### src/rtl/hbus_pkg.sv
package hbus_pkg;

  // Control lines of the host bus, all active low.
  typedef struct packed {
    logic cs_n;
    logic oe_n;
    logic we_n;
  } hb_ctl_t;

  localparam hb_ctl_t HB_CTL_IDLE = '{cs_n: 1'b1, oe_n: 1'b1, we_n: 1'b1};

  // Low-to-high transition between a delayed copy and the current copy.
  function automatic logic hb_rise(input logic older, input logic newer);
    return newer & ~older;
  endfunction

  // High-to-low transition between a delayed copy and the current copy.
  function automatic logic hb_fall(input logic older, input logic newer);
    return older & ~newer;
  endfunction

endpackage

### src/rtl/hbus_pipe.sv
// Shift chain of STAGES registers; every stage is exposed as a tap.
module hbus_pipe #(
  parameter int unsigned W      = 1,
  parameter int unsigned STAGES = 2,
  parameter logic [W-1:0] RST   = '0
) (
  input  logic                       clk,
  input  logic                       rst_n,
  input  logic [W-1:0]               d,
  output logic [STAGES-1:0][W-1:0]   taps
);

  logic [STAGES-1:0][W-1:0] st;

  always_ff @(posedge clk or negedge rst_n) begin
    if (!rst_n) begin
      for (int i = 0; i < STAGES; i++) st[i] <= RST;
    end else begin
      st[0] <= d;
      for (int i = 1; i < STAGES; i++) st[i] <= st[i-1];
    end
  end

  assign taps = st;

endmodule

### src/rtl/hbus_cs_decode.sv
// Registered one-hot decode of the upper address bits, gated by chip select.
module hbus_cs_decode #(
  parameter int unsigned HI_W = 2,
  localparam int unsigned NDEV = 1 << HI_W
) (
  input  logic            clk,
  input  logic            rst_n,
  input  logic            cs_n_s1,
  input  logic [HI_W-1:0] hi_s1,
  output logic [NDEV-1:0] sel
);

  logic [NDEV-1:0] dec;

  for (genvar g = 0; g < NDEV; g++) begin : g_dec
    assign dec[g] = ~cs_n_s1 && (hi_s1 == HI_W'(g));
  end

  always_ff @(posedge clk or negedge rst_n) begin
    if (!rst_n) sel <= '0;
    else        sel <= dec;
  end


  sel_onehot_chk: assert property (@(posedge clk) disable iff (!rst_n)
    $onehot0(sel));


  sel_needs_cs_chk: assert property (@(posedge clk) disable iff (!rst_n)
    (sel != '0) |-> !$past(cs_n_s1));

endmodule

### src/rtl/hbus_edge_strobe.sv
// Strobe generation from the second stage and its delayed copy.
module hbus_edge_strobe
  import hbus_pkg::*;
(
  input  logic    clk,
  input  logic    rst_n,
  input  hb_ctl_t ctl_s2,
  input  hb_ctl_t ctl_s3,
  input  logic    sel_any,
  output logic    rd_stb,
  output logic    wr_stb
);

  logic oe_rise;
  logic we_fall;

  assign oe_rise = hb_rise(ctl_s3.oe_n, ctl_s2.oe_n);
  assign we_fall = hb_fall(ctl_s3.we_n, ctl_s2.we_n);

  assign rd_stb = oe_rise;
  assign wr_stb = we_fall & sel_any;


  rd_pulse_chk: assert property (@(posedge clk) disable iff (!rst_n)
    rd_stb |=> !rd_stb);


  wr_pulse_chk: assert property (@(posedge clk) disable iff (!rst_n)
    wr_stb |=> !wr_stb);


  wr_needs_sel_chk: assert property (@(posedge clk) disable iff (!rst_n)
    wr_stb |-> sel_any);

endmodule

### src/rtl/hbus_front.sv
module hbus_front
  import hbus_pkg::*;
#(
  parameter int unsigned DATA_W = 16,
  parameter int unsigned ADDR_W = 8,
  parameter int unsigned LOW_W  = 6,
  localparam int unsigned HI_W  = ADDR_W - LOW_W,
  localparam int unsigned NDEV  = 1 << HI_W
) (
  input  logic              clk,
  input  logic              rst_n,
  input  logic              bus_cs_n,
  input  logic              bus_oe_n,
  input  logic              bus_we_n,
  input  logic [ADDR_W-1:0] bus_addr,
  input  logic [DATA_W-1:0] bus_din,
  input  logic [DATA_W-1:0] dev_rdata,
  output logic [LOW_W-1:0]  dev_addr,
  output logic [DATA_W-1:0] dev_wdata,
  output logic [NDEV-1:0]   dev_sel,
  output logic              dev_rd_stb,
  output logic              dev_wr_stb,
  output logic [DATA_W-1:0] bus_dout,
  output logic              bus_dout_en
);

  // Control: pad stage, pipeline stage, delayed copy for edge detection.
  hb_ctl_t                ctl_in;
  logic [2:0][2:0]        ctl_taps;
  hb_ctl_t                ctl_s1, ctl_s2, ctl_s3;

  assign ctl_in = '{cs_n: bus_cs_n, oe_n: bus_oe_n, we_n: bus_we_n};

  hbus_pipe #(.W(3), .STAGES(3), .RST(HB_CTL_IDLE)) u_ctl (
    .clk(clk), .rst_n(rst_n), .d(ctl_in), .taps(ctl_taps)
  );

  assign ctl_s1 = hb_ctl_t'(ctl_taps[0]);
  assign ctl_s2 = hb_ctl_t'(ctl_taps[1]);
  assign ctl_s3 = hb_ctl_t'(ctl_taps[2]);

  // Address: two stages; select decode registered from stage one.
  logic [1:0][ADDR_W-1:0] addr_taps;

  hbus_pipe #(.W(ADDR_W), .STAGES(2), .RST('0)) u_addr (
    .clk(clk), .rst_n(rst_n), .d(bus_addr), .taps(addr_taps)
  );

  assign dev_addr = addr_taps[1][LOW_W-1:0];

  hbus_cs_decode #(.HI_W(HI_W)) u_dec (
    .clk(clk), .rst_n(rst_n),
    .cs_n_s1(ctl_s1.cs_n),
    .hi_s1(addr_taps[0][ADDR_W-1:LOW_W]),
    .sel(dev_sel)
  );

  // Write data: two stages.
  logic [1:0][DATA_W-1:0] data_taps;

  hbus_pipe #(.W(DATA_W), .STAGES(2), .RST('0)) u_data (
    .clk(clk), .rst_n(rst_n), .d(bus_din), .taps(data_taps)
  );

  assign dev_wdata = data_taps[1];

  // Strobes, aligned with stage two.
  logic sel_any;
  assign sel_any = |dev_sel;

  hbus_edge_strobe u_stb (
    .clk(clk), .rst_n(rst_n),
    .ctl_s2(ctl_s2), .ctl_s3(ctl_s3),
    .sel_any(sel_any),
    .rd_stb(dev_rd_stb), .wr_stb(dev_wr_stb)
  );

  // Registered read return path.
  logic rd_active_s2;
  assign rd_active_s2 = ~ctl_s2.oe_n & ~ctl_s2.cs_n;

  always_ff @(posedge clk or negedge rst_n) begin
    if (!rst_n) begin
      bus_dout    <= '0;
      bus_dout_en <= 1'b0;
    end else begin
      bus_dout    <= dev_rdata;
      bus_dout_en <= rd_active_s2;
    end
  end


  dout_en_sel_chk: assert property (@(posedge clk) disable iff (!rst_n)
    bus_dout_en |-> $past(sel_any));


  dout_follow_chk: assert property (@(posedge clk) disable iff (!rst_n)
    $past(rst_n) |-> (bus_dout == $past(dev_rdata)));

endmodule

### config.mk
export PLATFORM = sky130hd
export DESIGN_NAME = hbus_front
export DESIGN_NICKNAME = d
export VERILOG_FILES = /design/src/rtl/hbus_pkg.sv /design/src/rtl/hbus_pipe.sv /design/src/rtl/hbus_cs_decode.sv /design/src/rtl/hbus_edge_strobe.sv /design/src/rtl/hbus_front.sv
export SDC_FILE = /design/constraint.sdc
export NUM_CORES = 1
export LEC_CHECK = 0
export BUFFER_PORTS_ARGS = -buffer_cell sky130_fd_sc_hd__buf_2
export CAP_MARGIN = 40
export CORE_MARGIN = 10
export CORE_UTILIZATION = 40
export DETAILED_ROUTE_END_ITERATION = 8
export PLACE_DENSITY = 0.7
export SYNTH_ARGS = -nofsm -noshare
export SYNTH_HDL_FRONTEND = slang
export SYNTH_HIERARCHICAL = 1
export SYNTH_SLANG_ARGS = --single-unit
### constraint.sdc
create_clock -name clk -period 3.1 [get_ports clk]
set_input_delay 0.62 -clock clk [delete_from_list [all_inputs] [get_ports clk]]
set_output_delay 0.62 -clock clk [all_outputs]
set_load 0.1 [all_outputs]
==> qor.csv <==
stage,metric,value,unit
outcome,status,"complete, no violations",
timing,min_period,2330,ps
clock_tree,clock-sinks,75,
clock_tree,numCtsBuffers,9,
grt,grt_max_degree,76,
floorplanning,initial_core_util,41.1,%
pwr,combPwrFrac,14.2,%
pwr,switching_share,27.2,%
clock_tree,htree_levels,3,
logic_synthesis,syn_avg_cell_area,23.4,sq um
worst_setup_path,slowest_delay,530,ps
place,io_buffer_count,89,
layout,final_cells,256,
clock_tree,cts_max_path_buffers,2,
timing,worst_slew_pin_slew,501,ps
place,gp_congestion,0.712,
floorplanning,fp.dieArea,8050,sq um
drt,drt_first_pass_iters,4,
worst_setup_path,start_kind,register,
clock_tree,cts_tree,built,
layout,fillers,355,
floorplanning,core_area,4720,sq um
layout,drive_gt1_share,60.8,%
pwr,p_per_area,790,nW/um^2
drt,final_antenna_net_count,0,
floorplanning,dieWidth,89.7,um
timing,slew_headroom,66.8,%
timing,rsz0062_at_grt,false,
hold_path,min_path_type,primary input to async pin,
clock_tree,cts-hold-fix-buffers,0,
worst_setup_path,endpoint_kind,primary output,
worst_setup_path,worstPathRequired,2480,ps
drt,post-route-drc-count,0,
floorplanning,die_h,89.7,um
clock_tree,insertion_delay,320,ps
drt,drt_iter0_drc,11,
drt,wl_per_cell,15.4,um
grt,grt.overflow.total,0,
worst_setup_path,cp.arrival,1710,ps
clock_tree,cts_resized,0,
layout,areaGrowthSynthToFinish,40.4,%
grt,antenna_found_initial,0,
pwr,vdd_drop_max,0.000344,V
drt,num_vias,1031,
layout,final_nets,229,
timing,drv_slew,0,
pwr,static-leakage-power,1.39,nW
clock_tree,clk_pin_slew_worst_paths,70,ps
timing,fin_crit_sh,75.2,%
timing,setup_viol,0,
grt,grt_pass1_vias,1236,
pwr,p_switching,587,uW
timing,hold_viol,0,
layout,seq_area,1890,sq um
clock_tree,post_cts_buffers,0,
drt,wl,3.94,mm
layout,multi_input_area,56.3,sq um
pwr,p_int,1.57,mW
floorplanning,rows,25,
worst_setup_path,cp_slowest_cell,or4_1,
worst_setup_path,cp_cell_sequence,or4_1 > and3b_1 > buf_2,
layout,layout_common_cells,"buf_2, dfrtp_1, clkbuf_8",
layout,insertedDiodeCount,0,
pwr,clockPowerShare,37.3,%
grt,track_usage,10.4,%
worst_setup_path,path_max_fanout,2,
logic_synthesis,yosysWarnings,6,
timing,fin_setup_tns,0,ps
flow_run,maxCapViolations,0,
logic_synthesis,synth_nets,128,
layout,layout_commonest_cell,buf_2,
grt,grt_first_pass_wirelength,6.02,mm
logic_synthesis,synth_area,1940,sq um
place,dp_cells,239,
drt,via_per_inst,4.03,
logic_synthesis,synth_cells,83,
pwr,pwr-share-seq,48.5,%
worst_setup_path,criticalPathCategory,register to primary output,
timing,fmaxAchievable,0.429,GHz
clock_tree,root_buffer,clkbuf_8,
timing,fin_skew,5.49,ps
floorplanning,io-pin-count,90,
-- power groups by stage --
stage | clock [mW] | combinational [mW] | sequential [mW]
4_1_cts | 0.834 | 0.306 | 1.05
3_3_place_gp | 0 | 0.303 | 1.06
2_1_floorplan | 0 | 0.0135 | 1.27
5_1_grt | 0.890 | 0.318 | 1.05
6_report | 0.804 | 0.307 | 1.05
3_5_place_dp | 0 | 0.306 | 1.06
-- final timing paths --
path | startpoint | to | slack [ps] | cells after the start
min in group clk | u_data/taps[9] | u_data/taps[25] | 350 | 0
worst max-delay path | u_dec/sel[1] | dev_wr_stb | 770 | 3
worst max register to register | u_ctl/taps[2] | u_dec/sel[3] | 2210 | 1
worst min-delay path | rst_n | u_dec/sel[3] | 300 | 2
max in group asynchronous | rst_n | u_ctl/taps[4] | 2480 | 2
worst min register to register | u_data/taps[9] | u_data/taps[25] | 350 | 0
-- registers in the layout, indices dropped and copies added, names as in the netlist --
| signal | count |
|---|---|
| bus_dout | 16 |
| bus_dout_en | 1 |
| u_addr/taps | 14 |
| u_ctl/taps | 8 |
| u_data/taps | 32 |
| u_dec/sel | 4 |
-- worst max-delay path, delay by kind of cell (launching register included) --
family / cells / cell delay (ps)
buf+inv: 1 / 280
flops: 1 / 390
simple gates: 2 / 720
-- metal layers --
metal | global-route usage [%] | vias up | share of wire (%)
li1 | - | 462 | -
met3 | 7.13 | 2 | 17
met1 | 9.34 | 503 | 30
met2 | 18.1 | 64 | 52
met4 | 3.90 | 0 | 0.51
met5 | 0 | - | 0
-- cell type report --
cell class	count	area share [%]
Sequential cell	75	69.1
Clock buffer	11	5.55
Clock inverter	5	2.75
Timing Repair Buffer	90	17.4
Tap cell	67	3.07
Multi-Input combinational cell	8	2.06
-- through the flow --
stage          cell area [sq um]  worst slack (ps)  util [%]  hold WS [ps]  total power [mW]
3_5_place_dp                2470              1150      52.4           335              1.37
4_1_cts                     2700               742      57.2           347              2.19
2_1_floorplan               1940               571         -           324              1.28
6_report                    2730               768      57.8           297              2.16
3_3_place_gp                2470              1170      52.4           331              1.36
5_1_grt                     2730               702      57.8           304              2.26
No activity file was read; power rests on OpenSTA's default activity.
